<file path="config.mk">
export PLATFORM = sky130hd
export DESIGN_NAME = ecc_err_stats
export DESIGN_NICKNAME = d
export VERILOG_FILES = /design/src/rtl/ecc_stats_pkg.sv /design/src/rtl/ecc_sat_counter.sv /design/src/rtl/ecc_chan_tracker.sv /design/src/rtl/ecc_reg_file.sv /design/src/rtl/ecc_err_stats.sv
export SDC_FILE = /design/constraint.sdc
export NUM_CORES = 1
export LEC_CHECK = 0
export CAP_MARGIN = 20
export CORE_ASPECT_RATIO = 1.4
export CORE_MARGIN = 4
export CORE_UTILIZATION = 60
export CTS_BUF_LIST = sky130_fd_sc_hd__clkbuf_2
export DETAILED_ROUTE_END_ITERATION = 10
export DONT_BUFFER_PORTS = 1
export PLACE_DENSITY = 0.73
export SYNTH_ARGS = -nofsm -noshare
export SYNTH_HDL_FRONTEND = slang
export SYNTH_SLANG_ARGS = --single-unit
</file>
<file path="constraint.sdc">
create_clock -name clk -period 4.52 [get_ports clk]
set_clock_uncertainty 0.15 [all_clocks]
set_input_delay 0.678 -clock clk [delete_from_list [all_inputs] [get_ports clk]]
set_output_delay 0.678 -clock clk [all_outputs]
set_load 0.02 [all_outputs]
</file>
<file path="src/rtl/ecc_stats_pkg.sv">
package ecc_stats_pkg;

    typedef enum logic [1:0] {
        TRK_ARM   = 2'd0,
        TRK_COUNT = 2'd1,
        TRK_HOLD  = 2'd2
    } trk_state_e;

    localparam int unsigned OFS_CTRL      = 0;
    localparam int unsigned OFS_THRESH    = 4;
    localparam int unsigned OFS_CH_BASE   = 8;
    localparam int unsigned OFS_CH_STRIDE = 12;
    localparam int unsigned SLOT_CE       = 0;
    localparam int unsigned SLOT_UE       = 4;
    localparam int unsigned SLOT_FLAG     = 8;

endpackage

</file>
<file path="src/rtl/ecc_sat_counter.sv">
module ecc_sat_counter #(
    parameter int unsigned CNT_W = 8
) (
    input  logic             clk,
    input  logic             rst_n,
    input  logic             clr,
    input  logic             inc,
    output logic [CNT_W-1:0] q
);
    localparam logic [CNT_W-1:0] CNT_MAX = {CNT_W{1'b1}};

    always_ff @(posedge clk) begin
        if (!rst_n) begin
            q <= '0;
        end else if (clr) begin
            q <= '0;
        end else if (inc && (q != CNT_MAX)) begin
            q <= q + 1'b1;
        end
    end

    AST_NO_WRAP: assert property (@(posedge clk) disable iff (!rst_n)
        (q == CNT_MAX && !clr) |=> (q == CNT_MAX));

    AST_CLEAR_ZERO: assert property (@(posedge clk) disable iff (!rst_n)
        clr |=> (q == '0));

    AST_IDLE_STABLE: assert property (@(posedge clk) disable iff (!rst_n)
        (!clr && !inc) |=> $stable(q));

endmodule

</file>
<file path="src/rtl/ecc_chan_tracker.sv">
module ecc_chan_tracker
    import ecc_stats_pkg::*;
#(
    parameter int unsigned CNT_W = 8
) (
    input  logic             clk,
    input  logic             rst_n,
    input  logic             clr,
    input  logic [CNT_W-1:0] thresh,
    input  logic             ce_err,
    input  logic             ue_err,
    input  logic             flag_rd,
    output logic [CNT_W-1:0] ce_cnt,
    output logic [CNT_W-1:0] ue_cnt,
    output logic             flag
);
    trk_state_e       st_q;
    trk_state_e       st_d;
    logic [CNT_W-1:0] pre_q;
    logic             gathering;
    logic             exceed_evt;
    logic             pre_inc;

    // A channel gathers into the pre-count in every state except COUNT.
    assign gathering  = (st_q != TRK_COUNT);
    assign exceed_evt = ce_err && !clr && (!gathering || (pre_q >= thresh));
    assign pre_inc    = ce_err && !clr && gathering && (pre_q < thresh);

    // State register
    always_ff @(posedge clk) begin
        if (!rst_n) begin
            st_q <= TRK_ARM;
        end else begin
            st_q <= st_d;
        end
    end

    // Next-state logic
    always_comb begin
        st_d = st_q;
        if (clr) begin
            st_d = TRK_HOLD;
        end else begin
            unique case (st_q)
                TRK_HOLD:  st_d = exceed_evt ? TRK_COUNT : TRK_ARM;
                TRK_ARM:   st_d = exceed_evt ? TRK_COUNT : TRK_ARM;
                TRK_COUNT: st_d = TRK_COUNT;
                default:   st_d = TRK_ARM;
            endcase
        end
    end

    // Pre-count, below the threshold only
    always_ff @(posedge clk) begin
        if (!rst_n) begin
            pre_q <= '0;
        end else if (clr) begin
            pre_q <= '0;
        end else if (pre_inc) begin
            pre_q <= pre_q + 1'b1;
        end
    end

    // Alert flag: a new exceed event wins over a clearing read.
    always_ff @(posedge clk) begin
        if (!rst_n) begin
            flag <= 1'b0;
        end else if (exceed_evt) begin
            flag <= 1'b1;
        end else if (flag_rd) begin
            flag <= 1'b0;
        end
    end

    ecc_sat_counter #(.CNT_W(CNT_W)) u_ce_cnt (
        .clk   (clk),
        .rst_n (rst_n),
        .clr   (clr),
        .inc   (exceed_evt),
        .q     (ce_cnt)
    );

    ecc_sat_counter #(.CNT_W(CNT_W)) u_ue_cnt (
        .clk   (clk),
        .rst_n (rst_n),
        .clr   (clr),
        .inc   (ue_err),
        .q     (ue_cnt)
    );

    AST_ARM_NO_COUNT: assert property (@(posedge clk) disable iff (!rst_n)
        (st_q == TRK_ARM) |-> (ce_cnt == '0));

    AST_SET_WINS: assert property (@(posedge clk) disable iff (!rst_n)
        (ce_err && !clr && st_q == TRK_COUNT) |=> flag);

    AST_READ_CLEARS: assert property (@(posedge clk) disable iff (!rst_n)
        (flag_rd && !ce_err) |=> !flag);

    AST_UE_STEP: assert property (@(posedge clk) disable iff (!rst_n)
        (ue_err && !clr && ue_cnt != {CNT_W{1'b1}}) |=> (ue_cnt == $past(ue_cnt) + 1'b1));

    AST_HOLD_ZERO: assert property (@(posedge clk) disable iff (!rst_n)
        clr |=> (pre_q == '0 && st_q == TRK_HOLD));

endmodule

</file>
<file path="src/rtl/ecc_reg_file.sv">
module ecc_reg_file
    import ecc_stats_pkg::*;
#(
    parameter int unsigned NUM_CH = 2,
    parameter int unsigned CNT_W  = 8,
    parameter int unsigned ADDR_W = 8,
    parameter int unsigned DATA_W = 32
) (
    input  logic                          clk,
    input  logic                          rst_n,
    input  logic                          reg_wr,
    input  logic                          reg_rd,
    input  logic [ADDR_W-1:0]             reg_addr,
    input  logic [DATA_W-1:0]             reg_wdata,
    input  logic [NUM_CH-1:0][CNT_W-1:0]  ce_cnt,
    input  logic [NUM_CH-1:0][CNT_W-1:0]  ue_cnt,
    input  logic [NUM_CH-1:0]             flag,
    output logic                          clr,
    output logic [CNT_W-1:0]              thresh,
    output logic [NUM_CH-1:0]             flag_rd,
    output logic [DATA_W-1:0]             reg_rdata
);
    logic [DATA_W-1:0] ch_word [NUM_CH];
    logic [DATA_W-1:0] cfg_word;
    logic              hit_ctrl;
    logic              hit_thresh;

    assign hit_ctrl   = (reg_addr == ADDR_W'(OFS_CTRL));
    assign hit_thresh = (reg_addr == ADDR_W'(OFS_THRESH));

    // Control and threshold registers; all other offsets are read-only.
    always_ff @(posedge clk) begin
        if (!rst_n) begin
            clr    <= 1'b0;
            thresh <= '0;
        end else if (reg_wr) begin
            if (hit_ctrl) begin
                clr <= reg_wdata[0];
            end
            if (hit_thresh) begin
                thresh <= reg_wdata[CNT_W-1:0];
            end
        end
    end

    always_comb begin
        cfg_word = '0;
        if (hit_ctrl) begin
            cfg_word[0] = clr;
        end else if (hit_thresh) begin
            cfg_word[CNT_W-1:0] = thresh;
        end
    end

    for (genvar ch = 0; ch < NUM_CH; ch++) begin : g_ch
        localparam int unsigned BASE = OFS_CH_BASE + ch * OFS_CH_STRIDE;
        logic [DATA_W-1:0] word;

        always_comb begin
            word = '0;
            if (reg_addr == ADDR_W'(BASE + SLOT_CE)) begin
                word[CNT_W-1:0] = ce_cnt[ch];
            end else if (reg_addr == ADDR_W'(BASE + SLOT_UE)) begin
                word[CNT_W-1:0] = ue_cnt[ch];
            end else if (reg_addr == ADDR_W'(BASE + SLOT_FLAG)) begin
                word[0] = flag[ch];
            end
        end

        assign ch_word[ch] = word;
        assign flag_rd[ch] = reg_rd && (reg_addr == ADDR_W'(BASE + SLOT_FLAG));
    end

    always_comb begin
        reg_rdata = '0;
        if (reg_rd) begin
            reg_rdata = cfg_word;
            for (int i = 0; i < NUM_CH; i++) begin
                reg_rdata = reg_rdata | ch_word[i];
            end
        end
    end

    AST_ONE_FLAG_READ: assert property (@(posedge clk) disable iff (!rst_n)
        $onehot0(flag_rd));

    AST_IDLE_BUS: assert property (@(posedge clk) disable iff (!rst_n)
        !reg_rd |-> (reg_rdata == '0));

endmodule

</file>
<file path="src/rtl/ecc_err_stats.sv">
module ecc_err_stats
    import ecc_stats_pkg::*;
#(
    parameter int unsigned NUM_CH = 2,
    parameter int unsigned CNT_W  = 8,
    parameter int unsigned ADDR_W = 8,
    parameter int unsigned DATA_W = 32
) (
    input  logic              clk,
    input  logic              rst_n,
    input  logic [NUM_CH-1:0] ce_err,
    input  logic [NUM_CH-1:0] ue_err,
    input  logic              reg_wr,
    input  logic              reg_rd,
    input  logic [ADDR_W-1:0] reg_addr,
    input  logic [DATA_W-1:0] reg_wdata,
    output logic [DATA_W-1:0] reg_rdata,
    output logic [NUM_CH-1:0] thr_flag
);
    logic [NUM_CH-1:0][CNT_W-1:0] ce_cnt;
    logic [NUM_CH-1:0][CNT_W-1:0] ue_cnt;
    logic [NUM_CH-1:0]            flag_rd;
    logic                         clr;
    logic [CNT_W-1:0]             thresh;

    ecc_reg_file #(
        .NUM_CH (NUM_CH),
        .CNT_W  (CNT_W),
        .ADDR_W (ADDR_W),
        .DATA_W (DATA_W)
    ) u_regs (
        .clk       (clk),
        .rst_n     (rst_n),
        .reg_wr    (reg_wr),
        .reg_rd    (reg_rd),
        .reg_addr  (reg_addr),
        .reg_wdata (reg_wdata),
        .ce_cnt    (ce_cnt),
        .ue_cnt    (ue_cnt),
        .flag      (thr_flag),
        .clr       (clr),
        .thresh    (thresh),
        .flag_rd   (flag_rd),
        .reg_rdata (reg_rdata)
    );

    for (genvar ch = 0; ch < NUM_CH; ch++) begin : g_trk
        ecc_chan_tracker #(.CNT_W(CNT_W)) u_trk (
            .clk     (clk),
            .rst_n   (rst_n),
            .clr     (clr),
            .thresh  (thresh),
            .ce_err  (ce_err[ch]),
            .ue_err  (ue_err[ch]),
            .flag_rd (flag_rd[ch]),
            .ce_cnt  (ce_cnt[ch]),
            .ue_cnt  (ue_cnt[ch]),
            .flag    (thr_flag[ch])
        );
    end

    AST_RESET_CLEAN: assert property (@(posedge clk)
        !rst_n |=> (thr_flag == '0));

endmodule

</file>
=== Yosys cells after proc, flatten, opt, wreduce, memory -nomap -nowiden ===
Index checks and enable logic that the tools add are counted.

* Flip-flop bits (word level): 63
* Input port bits: 48
* Output and inout port bits: 34

* Add/subtract/negate cells: 6
* Order comparisons: 4
* Eq/ne operators: 17
* Mux-type cells: 22
* Bitwise logic cells: 3
* Reductions and logical operators: 29

{| class="wikitable"
|+ Operators by type and width
! kind !! number
|-
| $add A8 B1 Y8 const B || 6
|-
| $eq A8 B5 Y1 const B || 4
|-
| $mux W32 || 1
|-
| $ne A8 B8 Y1 const B || 4
|-
| $or A32 B8 Y32 || 1
|-
| $mux W8 || 3
|-
| $mux W7 || 3
|-
| $eq A8 B4 Y1 const B || 2
|-
| $ge A8 B8 Y1 || 2
|-
| $lt A8 B8 Y1 || 2
|-
| $logic_and A1 B1 Y1 || 14
|-
| $mux W1 || 11
|-
| $eq A8 B3 Y1 const B || 1
|-
| $logic_not A8 Y1 || 1
|-
| $or A8 B8 Y8 || 1
|-
| $pmux W2 S2 || 2
|-
| $reduce_or A2 Y1 || 3
|-
| $eq A2 B1 Y1 const B || 2
|-
| $eq A2 B2 Y1 const B || 2
|-
| $logic_not A2 Y1 || 2
|-
| $mux W2 || 2
|-
| $ne A2 B1 Y1 const B || 2
|-
| $reduce_and A2 Y1 || 2
|-
| $reduce_bool A2 Y1 || 2
|-
| 3 further kinds || 6
|}

=== Depth between registers and ports, before layout ===
* Depth in word-level cells: 7
* Gate-level depth with buffers: 9

=== By module ===
From an unflattened synthesis, not the netlist that was laid out.

* Cell total of the unflattened synthesis: 490
* Area, all modules: 4211.5 µm²

{| class="wikitable"
|+ Modules (own cells, without submodules)
! module !! instances !! cells an instance !! area each (µm²)
|-
| ecc_sat_counter || 4 || 46 || 421.7
|-
| ecc_chan_tracker || 2 || 91 || 734.5
|-
| ecc_reg_file || 1 || 124 || 1056.0
|}

=== Worst setup path before layout ===
No wires, ideal clock.

* Path kind: input port to output port
* From: in reg_addr[5]
* To: out reg_rdata[2]
* Arrival: 2374 ps
* Required time: 3692 ps
* Path slack: 1318 ps
* Stages on the path: 6
* Path buffers: 1
* Path through: nor3_2 or4b_1 buf_2 nor2_1 a222oi_1 a21boi_0

* Word-level cells in the longest chain between the ends: 6
* Elaborated cells on any way between the ends: 15
* Classes of those cells: eq/ne (5); mux (7); bitwise (2); reduce/logical (1)

{| class="wikitable"
|+ Ends and longest elaborated chain
! element !! RTL line !! source
|-
| from (decl) || ecc_err_stats.sv:15 || <nowiki>input logic [ADDR_W-1:0] reg_addr,</nowiki>
|-
| $eq A8 B3 Y1 or $eq A8 B4 Y1 (tied branches) || ecc_reg_file.sv:29, ecc_reg_file.sv:63 ||
|-
| $mux W8 or $mux W7 (tied branches) || ecc_reg_file.sv:50, ecc_reg_file.sv:63 ||
|-
| $mux W7 or $mux W8 (tied branches) || ecc_reg_file.sv:48, ecc_reg_file.sv:61 ||
|-
| $or A8 B8 Y8 || ecc_reg_file.sv:79 || <nowiki>reg_rdata = reg_rdata | ch_word[i];</nowiki>
|-
| $or A32 B8 Y32 * || ecc_reg_file.sv:79 ||
|-
| $mux W32 * || ecc_reg_file.sv:76 || <nowiki>if (reg_rd) begin</nowiki>
|-
| to (decl) || ecc_err_stats.sv:17 || <nowiki>output logic [DATA_W-1:0] reg_rdata,</nowiki>
|}

Mark *: on every way between the ends. The rest lies on a longest branch, timed or not.

=== Worst setup path after layout ===
* From: in reg_addr[5]
* To: out reg_rdata[7]

The elaborated chain is that of the path after synthesis.

==> results.py <==
metrics = {
    "synthesis": {
        "synthMuxAreaShare": 0.0250,
        "synthXorXnorAreaFrac": 0.0551,
        "synth_top_family_by_area": "simple AND/OR/NAND/NOR gates",
        "seq_area_frac_synth": 0.340,
        "synth_cell_type_count": 57,
        "synth_area_sq_um": 3650,
        "synth_area_leaders": "dfxtp_1 34%, ha_1 7.5%, buf_4 5.3%, nor2_1 4.8%, a21oi_1 4.1%",
        "synthCells": 440,
        "synth-simple-area-share": 0.247,
        "yosysMostFrequentCell": "dfxtp_1",
        "async_flop_share": 0,
        "syn_avg_cell_area_sq_um": 8.30,
        "synth_ff_type": "dfxtp_1",
        "synthTopCellsByCount": "62 x dfxtp_1, 47 x nor2_1, 35 x nand2_1",
        "synth_top_area_frac": 0.340,
        "synth-seq-cells": 62,
        "synth-edff-count": 0,
        "synth-adder-area-share": 0.0753,
        "synth_compound_area_frac": 0.169,
        "yosysTopAreaCell": "dfxtp_1",
        "synth_warnings": 0,
    },
    "worst_setup_path": {
        "critPathMaxFanout": 7,
        "r2r_start": "u_regs.thresh[7]$_SDFFE_PN0P_",
        "critPathArrivalTime_ns": 2.66,
        "r2r_end": "g_trk[0].u_trk.u_ce_cnt.q[7]$_SDFFE_PP0P_",
        "rr_worst_depth": 8,
        "cp-start-kind": "input port",
        "crit_type": "in -> out",
        "crit_path_max_incr_delay_ns": 0.62,
        "path_buf_inv": 0,
        "r2r_setup_slack_ns": 1.98,
        "slowest_stage": "or4b_1",
        "crit_path_cell_trace": "nor3_2 > or4b_1 > nor2_1 > a222oi_1 > a21boi_0",
        "crit_family": "simple AND/OR/NAND/NOR gates",
        "required_ns": 3.69,
        "endpoint_kind": "output pin",
    },
    "clocking": {
        "path_clk_slew_ns": 0.19,
        "postCtsSetupBuffers": 0,
        "ctsHtreeMaxLevel": 3,
        "cts_tree": "yes",
        "cts_resized": 0,
        "numCtsBuffers": 9,
        "insertion_delay_ns": 0.52,
        "clock-sinks": 62,
        "clockBufferDepth": 2,
        "holdBufCountCts": 0,
        "cts-root-buf": "clkbuf_2",
    },
    "routing": {
        "wl_um": 8320,
        "num_vias": 3125,
        "drt_iter0_markers": 207,
        "wl_per_cell_um": 16.3,
        "ant_nets": 0,
        "firstDrtPassIters": 8,
        "routed_via_density": 6.12,
        "drc": 0,
    },
    "hold_path": {
        "min_path_cells": 1,
        "min_path_type": "in -> reg",
        "min_from": "rst_n",
        "hold_end": "g_trk[1].u_trk.st_q[1]$_SDFF_PN0_",
    },
    "sta": {
        "layout_min_cycle_time_ns": 3.49,
        "max_freq_mhz": 287,
        "finalSetupViolCount": 0,
        "slew_headroom": 0.353,
        "tns_ns": 0,
        "fin_crit_sh": 0.771,
        "rsz0062_at_grt": "false",
        "worst_slew_pin_slew_ns": 0.966,
        "slew_violations": 0,
        "hold_viol_final": 0,
    },
    "grt": {
        "grt_use_met2": 0.415,
        "top_usage_layer": "met2",
        "use_met1": 0.266,
        "overflow": 0,
        "grt.total_usage": 0.242,
        "grt_max_degree": 40,
        "grt_pass1_wl_um": 13800,
        "grtUsageMet3": 0.0531,
        "antenna_found_initial": 0,
        "grt_pass1_vias": 3044,
    },
    "place": {
        "hpwlAfterDp_um": 6170,
        "post-place-cells": 495,
        "port-buffer-count": 0,
        "gp_congestion": 0.908,
    },
    "power_and_ir_drop": {
        "sw_frac_of_total": 0.243,
        "peakVddDrop_mv": 0.236,
        "combPwrFrac": 0.069,
        "powerDensity_nw_per_um2": 306,
        "p_leak_uw": 0.00141,
        "pwr-share-clk": 0.433,
        "pwr-share-seq": 0.497,
        "p_int_uw": 875,
        "p_sw_uw": 281,
    },
    "floorplanning": {
        "initial_utilization": 0.619,
        "die_y_um": 100,
        "core_sq_um": 5900,
        "io-pin-count": 82,
        "rows": 33,
        "die-area_sq_um": 7420,
        "fp.dieW_um": 74.0,
    },
    "cells_and_area": {
        "drive_above_1_share": 0.0612,
        "area_delta_synth_final_pct": 3.29,
        "finalNonFillerCells": 511,
        "fill_cells": 545,
        "n_antenna_cell": 0,
        "num-nets-final": 506,
    },
    "run": {
        "drv_cap": 0,
    },
    "outcome": {
        "outcome": "complete, no violations",
    },
}
## worst register-to-register path: cells and delay by family, from the launching register on
family,cells,cell delay (ns)
AND/OR/NAND/NOR,4,1.10
AO/OA/AOI/OAI,2,0.43
flip-flops,1,0.42
adder cells (fa/ha/maj),1,0.31
buffers and inverters,1,0.08
## how the worst max path moves through the flow
stage | slack [ns] | cells after the start | to | startpoint
floorplan | 1.32 | 6 | reg_rdata[2] | reg_addr[5]
global placement | 1.07 | 5 | reg_rdata[7] | reg_addr[5]
detailed placement | 1.05 | 5 | reg_rdata[7] | reg_addr[5]
CTS | 1.03 | 5 | reg_rdata[7] | reg_addr[5]
global route | 0.88 | 5 | reg_rdata[7] | reg_addr[5]
finish | 1.03 | 5 | reg_rdata[7] | reg_addr[5]
## power by group through the flow
stage	Sequential [uW]	Combinational, uW	Clock, uW
4_1_cts	575	80.1	513
3_3_place_gp	586	78.3	0
3_5_place_dp	587	79.8	0
2_1_floorplan	580	92.7	0
6_report	575	80.4	501
5_1_grt	577	91.9	537
## cells by family (layout without fill, tap and decap cells)
group,after synthesis,after routing
flops,62,62
mux,9,9
other cells,1,24
buf+inv,57,35
compound gates,91,91
fa+ha+maj,22,22
simple gates,175,175
xor+xnor,23,23
## flip-flops by register name (all words and copies together) (netlist names)
register	cells
u_regs.thresh	8
u_regs.clr	1
g_trk.u_trk.st_q	3
g_trk.u_trk.u_ce_cnt.q	16
g_trk.u_trk.flag	2
g_trk.u_trk.u_ue_cnt.q	16
g_trk.u_trk.pre_q	16
## cell usage in the layout (no fill, tap or decap), drive strengths merged, types with 8 or more instances in the layout
master,instances
dfxtp,62
nor2,47
nand2,35
a21oi,31
nand3,24
conb,24
ha,22
xnor2,16
inv,15
nand4,12
o21ai,12
nor3,11
nand2b,9
clkbuf,9
a22oi,8
mux2i,8
## layout make-up
cell class,instances,area (sq um),share of cell area
tap,70,87.6,0.0232
inverter,15,56.3,0.0149
timing repair buffer,4,30.0,0.00796
multi-input combinational,344,2180,0.577
clock inverter,7,136,0.0361
sequential,62,1240,0.329
clock buffer,9,45.0,0.0119
## per-stage QoR
stage               hold slack [ns]   util  setup slack, ns  total power [uW]  area [sq um]
floorplan                     0.286      -             1.32               673          3740
global placement              0.302  0.608             1.07               665          3590
detailed placement            0.309  0.608             1.05               666          3590
CTS                          0.0824  0.639             1.03              1170          3770
global route                 0.0933  0.639            0.885              1210          3770
finish                        0.125  0.639             1.03              1160          3770
## routing by layer
metal / vias to the layer above / share of wire
met4: 0 / 0.047
met5: - / 0
met1: 1454 / 0.39
met2: 103 / 0.49
li1: 1535 / -
met3: 33 / 0.063
No activity file was read; power rests on OpenSTA's default activity.
